### src/rtl/csub_pkg.sv
package csub_pkg;
  localparam int unsigned AW = 8;
  localparam int unsigned RW = 32;

  localparam logic [AW-1:0] ADDR_UD_BASE = 8'h50;
  localparam logic [AW-1:0] ADDR_CS_BASE = 8'h80;
  localparam logic [AW-1:0] ADDR_MSET    = 8'h14;
  localparam logic [AW-1:0] ADDR_MCLR    = 8'h18;
  localparam logic [AW-1:0] ADDR_MASK    = 8'h1C;
  localparam logic [AW-1:0] ADDR_STAT    = 8'h20;

  localparam int unsigned FLAG_CS = 6;
  localparam int unsigned FLAG_UD = 7;

  localparam logic [RW-1:0] FLAG_BITS = (RW'(1) << FLAG_CS) | (RW'(1) << FLAG_UD);
  localparam logic [RW-1:0] CS_WORD0_INIT = 32'h0000_0004;
endpackage

### src/rtl/csub_regfile.sv
module csub_regfile
  import csub_pkg::*;
#(
  parameter int unsigned WORDS = 6,
  localparam int unsigned BLK = WORDS * RW
) (
  input  logic          clk,
  input  logic          rst_n,
  input  logic          reg_wr,
  input  logic          reg_rd,
  input  logic [AW-1:0] reg_addr,
  input  logic [RW-1:0] reg_wdata,
  input  logic [RW-1:0] mask_q,
  input  logic [RW-1:0] stat_q,
  output logic [RW-1:0] reg_rdata,
  output logic [BLK-1:0] sh_cs,
  output logic [BLK-1:0] sh_ud
);
  logic [RW-1:0] rd_mux;
  logic [WORDS-1:0] hit_cs, hit_ud;

  for (genvar k = 0; k < WORDS; k++) begin : g_word
    localparam logic [AW-1:0] A_CS = ADDR_CS_BASE + AW'(4 * k);
    localparam logic [AW-1:0] A_UD = ADDR_UD_BASE + AW'(4 * k);
    localparam logic [RW-1:0] CS_INIT = (k == 0) ? CS_WORD0_INIT : '0;

    assign hit_cs[k] = (reg_addr == A_CS);
    assign hit_ud[k] = (reg_addr == A_UD);

    always_ff @(posedge clk or negedge rst_n) begin
      if (!rst_n) begin
        sh_cs[k*RW +: RW] <= CS_INIT;
        sh_ud[k*RW +: RW] <= '0;
      end else if (reg_wr) begin
        if (hit_cs[k]) sh_cs[k*RW +: RW] <= reg_wdata;
        if (hit_ud[k]) sh_ud[k*RW +: RW] <= reg_wdata;
      end
    end
  end

  always_comb begin
    rd_mux = '0;
    for (int k = 0; k < WORDS; k++) begin
      if (hit_cs[k]) rd_mux = sh_cs[k*RW +: RW];
      if (hit_ud[k]) rd_mux = sh_ud[k*RW +: RW];
    end
    if (reg_addr == ADDR_MASK) rd_mux = mask_q;
    if (reg_addr == ADDR_STAT) rd_mux = stat_q;
  end

  always_ff @(posedge clk or negedge rst_n) begin
    if (!rst_n)      reg_rdata <= '0;
    else if (reg_rd) reg_rdata <= rd_mux;
  end
endmodule

### src/rtl/csub_irq.sv
module csub_irq
  import csub_pkg::*;
(
  input  logic          clk,
  input  logic          rst_n,
  input  logic          reg_wr,
  input  logic          reg_rd,
  input  logic [AW-1:0] reg_addr,
  input  logic [RW-1:0] reg_wdata,
  input  logic          blk_swap,
  output logic [RW-1:0] mask_q,
  output logic [RW-1:0] stat_q,
  output logic          irq
);
  logic set_req, clr_req, stat_rd;

  assign set_req = reg_wr && (reg_addr == ADDR_MSET);
  assign clr_req = reg_wr && (reg_addr == ADDR_MCLR);
  assign stat_rd = reg_rd && (reg_addr == ADDR_STAT);

  always_ff @(posedge clk or negedge rst_n) begin
    if (!rst_n) begin
      mask_q <= '0;
    end else if (set_req) begin
      mask_q <= mask_q | (reg_wdata & FLAG_BITS);
    end else if (clr_req) begin
      mask_q <= mask_q & ~(reg_wdata & FLAG_BITS);
    end
  end

  // set from a block boundary takes priority over the read side effect
  always_ff @(posedge clk or negedge rst_n) begin
    if (!rst_n) begin
      stat_q <= '0;
    end else if (blk_swap) begin
      stat_q <= FLAG_BITS;
    end else if (stat_rd) begin
      stat_q <= '0;
    end
  end

  assign irq = |(stat_q & mask_q);
endmodule

### src/rtl/csub_seq.sv
module csub_seq
  import csub_pkg::*;
#(
  parameter int unsigned WORDS = 6,
  localparam int unsigned BLK = WORDS * RW,
  localparam int unsigned IW  = $clog2(BLK),
  localparam logic [IW-1:0] LAST = IW'(BLK - 1)
) (
  input  logic           clk,
  input  logic           rst_n,
  input  logic           tx_en,
  input  logic [BLK-1:0] sh_cs,
  input  logic [BLK-1:0] sh_ud,
  input  logic           out_ready,
  output logic           out_valid,
  output logic           out_cs_bit,
  output logic           out_ud_bit,
  output logic           out_first,
  output logic           blk_swap
);
  logic [IW-1:0]  pos;
  logic [BLK-1:0] act_cs, act_ud;
  logic           fire;

  assign out_valid = tx_en;
  assign fire      = out_valid && out_ready;
  assign blk_swap  = fire && (pos == LAST);

  always_ff @(posedge clk or negedge rst_n) begin
    if (!rst_n) begin
      pos    <= '0;
      act_cs <= {{(BLK-RW){1'b0}}, CS_WORD0_INIT};
      act_ud <= '0;
    end else if (!tx_en) begin
      pos    <= '0;
      act_cs <= sh_cs;
      act_ud <= sh_ud;
    end else if (fire) begin
      if (pos == LAST) begin
        pos    <= '0;
        act_cs <= sh_cs;
        act_ud <= sh_ud;
      end else begin
        pos <= pos + IW'(1);
      end
    end
  end

  assign out_cs_bit = act_cs[pos];
  assign out_ud_bit = act_ud[pos];
  assign out_first  = (pos == '0);
endmodule

### src/rtl/csub_bank.sv
module csub_bank
  import csub_pkg::*;
#(
  parameter int unsigned WORDS = 6
) (
  input  logic          clk,
  input  logic          rst_n,
  input  logic          reg_wr,
  input  logic          reg_rd,
  input  logic [7:0]    reg_addr,
  input  logic [31:0]   reg_wdata,
  output logic [31:0]   reg_rdata,
  input  logic          tx_en,
  output logic          out_valid,
  input  logic          out_ready,
  output logic          out_cs_bit,
  output logic          out_ud_bit,
  output logic          out_first,
  output logic          irq
);
  localparam int unsigned BLK = WORDS * RW;

  logic [BLK-1:0] sh_cs, sh_ud;
  logic [RW-1:0]  mask_q, stat_q;
  logic           blk_swap;

  csub_regfile #(.WORDS(WORDS)) regs_i (
    .clk, .rst_n, .reg_wr, .reg_rd, .reg_addr, .reg_wdata,
    .mask_q, .stat_q, .reg_rdata, .sh_cs, .sh_ud
  );

  csub_irq irq_i (
    .clk, .rst_n, .reg_wr, .reg_rd, .reg_addr, .reg_wdata,
    .blk_swap, .mask_q, .stat_q, .irq
  );

  csub_seq #(.WORDS(WORDS)) seq_i (
    .clk, .rst_n, .tx_en, .sh_cs, .sh_ud, .out_ready,
    .out_valid, .out_cs_bit, .out_ud_bit, .out_first, .blk_swap
  );
endmodule

### config.mk
export PLATFORM = sky130hd
export DESIGN_NAME = csub_bank
export DESIGN_NICKNAME = d
export VERILOG_FILES = /design/src/rtl/csub_pkg.sv /design/src/rtl/csub_regfile.sv /design/src/rtl/csub_irq.sv /design/src/rtl/csub_seq.sv /design/src/rtl/csub_bank.sv
export SDC_FILE = /design/constraint.sdc
export NUM_CORES = 2
export LEC_CHECK = 0
export BUFFER_PORTS_ARGS = -buffer_cell sky130_fd_sc_hd__buf_2
export CORE_MARGIN = 3
export CORE_UTILIZATION = 50
export DETAILED_ROUTE_END_ITERATION = 10
export PLACE_DENSITY = 0.75
export SKIP_LAST_GASP = 1
export SYNTH_ARGS = -nofsm -noshare
export SYNTH_HDL_FRONTEND = slang
export SYNTH_SLANG_ARGS = --single-unit
export TNS_END_PERCENT = 100
### constraint.sdc
create_clock -name clk -period 4.9 [get_ports clk]
set_clock_uncertainty 0.05 [all_clocks]
set_input_delay 0.735 -clock clk [delete_from_list [all_inputs] [get_ports clk]]
set_output_delay 0.735 -clock clk [all_outputs]
set_load 0.05 [all_outputs]
==> run_summary.xml <==
<?xml version="1.0" encoding="UTF-8"?>
<metrics>
  <group name="critical_path">
    <metric name="crit_fanout" unit="">30</metric>
    <metric name="critPathLaunchType" unit="">register</metric>
    <metric name="timing.critical_path.to_type" unit="">primary output</metric>
    <metric name="critPathTopFamily" unit="">compound AO/OA/AOI/OAI gates</metric>
    <metric name="crit_required" unit="ps">4120</metric>
    <metric name="critPathLaunch" unit="">seq_i.pos[1]$_DFFE_PN0P_</metric>
    <metric name="timing.critical_path.cells" unit="">buf_4 &gt; buf_4 &gt; mux4_2 &gt; a22oi_1 &gt; nand2_1 &gt; a22oi_1 &gt; o211ai_1 &gt; a211o_1 &gt; buf_2</metric>
    <metric name="cpPeakStageDelay" unit="ps">760</metric>
    <metric name="critical_path_slowest_stage_cell" unit="">dfrtp_4</metric>
    <metric name="worst_r2r_startpoint" unit="">seq_i.pos[5]$_DFFE_PN0P_</metric>
    <metric name="cp.buffers_inverters" unit="">3</metric>
    <metric name="crit_type" unit="">register to primary output</metric>
    <metric name="worst-endpoint-arrival" unit="ps">3970</metric>
  </group>
  <group name="route">
    <metric name="drt-vias-per-instance" unit="">6.62</metric>
    <metric name="dr.first_iter.drc_count" unit="">2753</metric>
    <metric name="drt_first_pass_iters" unit="">7</metric>
    <metric name="postRouteAntennaNets" unit="">0</metric>
    <metric name="remaining_drc_errors" unit="">0</metric>
    <metric name="vias" unit="">24506</metric>
    <metric name="wl_per_cell" unit="µm">28.6</metric>
    <metric name="routed_wirelength" unit="µm">106000</metric>
  </group>
  <group name="timing">
    <metric name="timing.final.crit_share" unit="">0.970</metric>
    <metric name="rsz0062_at_grt" unit="">false</metric>
    <metric name="fin_crit" unit="ps">4750</metric>
    <metric name="setup_viol" unit="">0</metric>
    <metric name="final-hold-violation-count" unit="">0</metric>
    <metric name="finalMaxSlewViolations" unit="">0</metric>
    <metric name="relSlewSlack" unit="">0.173</metric>
    <metric name="fin_tns_setup" unit="ps">0</metric>
    <metric name="fmaxAchievable" unit="GHz">0.210</metric>
    <metric name="worstMarginPinSlew" unit="ps">1240</metric>
    <metric name="timing.final.ws_setup" unit="ps">148</metric>
  </group>
  <group name="logic_synthesis">
    <metric name="postSynth.asyncResetShare" unit="">1.00</metric>
    <metric name="cell_with_the_most_instances_after_synthesis" unit="">dfrtp_1</metric>
    <metric name="synth_seq_cells" unit="">811</metric>
    <metric name="ys.flop_type" unit="">dfrtp_1</metric>
    <metric name="syn_avg_cell_area" unit="µm²">13.9</metric>
    <metric name="yosys-top-cells-count" unit="">dfrtp_1 (809), mux2_2 (751), clkbuf_1 (158)</metric>
    <metric name="synth_top_area_share" unit="">0.546</metric>
    <metric name="synth.largest_area_cell" unit="">dfrtp_1</metric>
    <metric name="synth-edff-count" unit="">0</metric>
    <metric name="synth_cell_types" unit="">66</metric>
    <metric name="synth_fp_nets" unit="">2715</metric>
    <metric name="postSynthCellCount" unit="">2667</metric>
    <metric name="synth_area_leaders" unit="">dfrtp_1 (55%), mux2_2 (23%), mux4_2 (5.9%)</metric>
    <metric name="mappedNetlistArea" unit="µm²">37100</metric>
    <metric name="ys_warn_count" unit="">0</metric>
    <metric name="ys_seq_area_frac" unit="">0.547</metric>
  </group>
  <group name="clocking">
    <metric name="tritoncts_clock_tree" unit="">yes</metric>
    <metric name="htreeDepth" unit="">3</metric>
    <metric name="clkLatencyLatePin" unit="ps">640</metric>
    <metric name="cts_made_buffers" unit="">80</metric>
    <metric name="clkTransAtPathRegs" unit="ps">60</metric>
    <metric name="postCtsResizedCells" unit="">0</metric>
    <metric name="cts.sinks" unit="">811</metric>
    <metric name="ctsRootBufferMaster" unit="">clkbuf_16</metric>
    <metric name="cts.path.max_buffers" unit="">3</metric>
  </group>
  <group name="place">
    <metric name="routability_congestion_estimate" unit="">0.902</metric>
    <metric name="dpl_worst_slack" unit="ps">530</metric>
    <metric name="port_buffer_cells" unit="">82</metric>
    <metric name="dpl.hpwl" unit="µm">71300</metric>
    <metric name="placed_cells" unit="">3546</metric>
  </group>
  <group name="power_and_ir_drop">
    <metric name="ir_drop" unit="µV">235</metric>
    <metric name="static-leakage-power" unit="nW">19.6</metric>
    <metric name="total_power" unit="mW">15.0</metric>
    <metric name="power_per_cell_area" unit="nW/µm²">361</metric>
  </group>
  <group name="global_route">
    <metric name="grt-ovfl-total" unit="">0</metric>
    <metric name="grt_pass1_vias" unit="">25097</metric>
    <metric name="grt_antenna_before_repair" unit="">3</metric>
    <metric name="grt_pass1_wl" unit="µm">161000</metric>
    <metric name="pin_count_of_the_biggest_net_entering_global_routing" unit="">125</metric>
    <metric name="grt.total_usage" unit="">0.273</metric>
  </group>
  <group name="floorplanning">
    <metric name="core_region_area" unit="µm²">73200</metric>
    <metric name="placement_rows" unit="">99</metric>
    <metric name="floorplan.die.width" unit="µm">278</metric>
    <metric name="initial_core_util" unit="">0.507</metric>
    <metric name="die_height" unit="µm">278</metric>
    <metric name="dieArea" unit="µm²">77500</metric>
    <metric name="io_pins" unit="">83</metric>
  </group>
  <group name="finish">
    <metric name="final_cells" unit="">3701</metric>
    <metric name="finalCoreUtilization" unit="">0.567</metric>
    <metric name="area_delta_synth_final" unit="%">11.8</metric>
    <metric name="final_layout_size_suffix_gt1_frac" unit="">0.430</metric>
    <metric name="num-nets-final" unit="">2723</metric>
    <metric name="nFillCells" unit="">5527</metric>
  </group>
  <group name="hold_path">
    <metric name="timing.hold.worst.class" unit="">input port to async pin</metric>
  </group>
  <group name="job">
    <metric name="max-cap-violations" unit="">0</metric>
  </group>
  <group name="run_status">
    <metric name="run_status" unit="">complete, no violations</metric>
  </group>
</metrics>
-- sequential cells by signal, summed over array words and instances, names as in the netlist, named ones only --
name	count
irq_i.stat_q	1
regs_i.reg_rdata	32
regs_i.sh_cs	192
regs_i.sh_ud	192
seq_i.act_cs	192
seq_i.act_ud	192
seq_i.pos	8
-- worst paths after layout --
check	to	slack (ps)	cells past startpoint
setup / recovery	out_ud_bit	150	9
hold reg to reg	regs_i.reg_rdata[1]$_DFFE_PN0P_	440	2
hold / removal	regs_i.sh_ud[66]$_DFFE_PN0P_	130	1
min in group clk	regs_i.reg_rdata[6]$_DFFE_PN0P_	430	2
max in group asynchronous	seq_i.act_ud[124]$_DFFE_PN0P_	3350	2
setup reg to reg	seq_i.act_cs[152]$_DFFE_PN0P_	1160	8
-- cells in the final DEF (no fill, tap or decap), types with 18 or more instances in the layout --
master	instances
a21o_1	28
a21oi_1	140
a221oi_1	31
a22oi_1	75
buf_2	81
buf_4	73
clkbuf_16	85
clkinv_2	18
dfrtp_1	807
mux2_1	19
mux2_2	751
mux4_2	98
nand2_1	62
nand3_1	19
nor2_1	96
o21ai_0	48
o221ai_1	50
o22a_1	25
o31ai_1	26
-- through the flow --
| stage | area [µm²] | hold slack [ps] |
|---|---|---|
| after floorplan | 37100 | 389 |
| after global placement | 38600 | 427 |
| after detailed placement | 38600 | 427 |
| after CTS | 41400 | 183 |
| after global routing | 41500 | 185 |
| final | 41500 | 127 |
-- power by group --
part	internal (mW)	switching [mW]
sequential	7.03	0.270
clock	3.85	2.68
combinational	0.523	0.640
total	11.4	3.59
-- logic make-up (layout without fill, tap and decap cells) --
| group | count (synthesis) | after routing | synth area share |
|---|---|---|---|
| mux | 888 | 888 | 0.305 |
| xor+xnor | 5 | 5 | 0.00118 |
| fa+ha+maj | 2 | 2 | 0.000674 |
| other cells | 0 | 1 | 0 |
| flops | 811 | 811 | 0.547 |
| buf+inv | 251 | 325 | 0.0287 |
| compound gates | 475 | 475 | 0.0874 |
| simple gates | 235 | 235 | 0.0299 |
-- area by class of cell --
class / count / area [µm²] / share of cell area
inverters: 5 / 18.8 / 0.000453
multi-input cells: 1605 / 15800 / 0.382
clock buffers: 113 / 2400 / 0.0579
repair buffers: 172 / 1310 / 0.0316
well taps: 959 / 1200 / 0.0289
flip-flops and latches: 811 / 20300 / 0.490
diodes: 1 / 2.50 / 0.0000603
clock inverters: 35 / 400 / 0.00965
-- layer usage --
metal / track usage / wire [µm] / vias to the layer above
li1: - / - / 10040
met1: 0.358 / 41600 / 13075
met2: 0.446 / 51600 / 1119
met3: 0.0475 / 7380 / 268
met4: 0.125 / 5030 / 4
met5: 0 / 27 / -
-- what timing repair did --
item	4_1_cts	5_1_grt
buffers inserted	2	4
endpoints found under the setup margin	2	2
hold buffers	0	0
(Power assumes the default switching activity.)
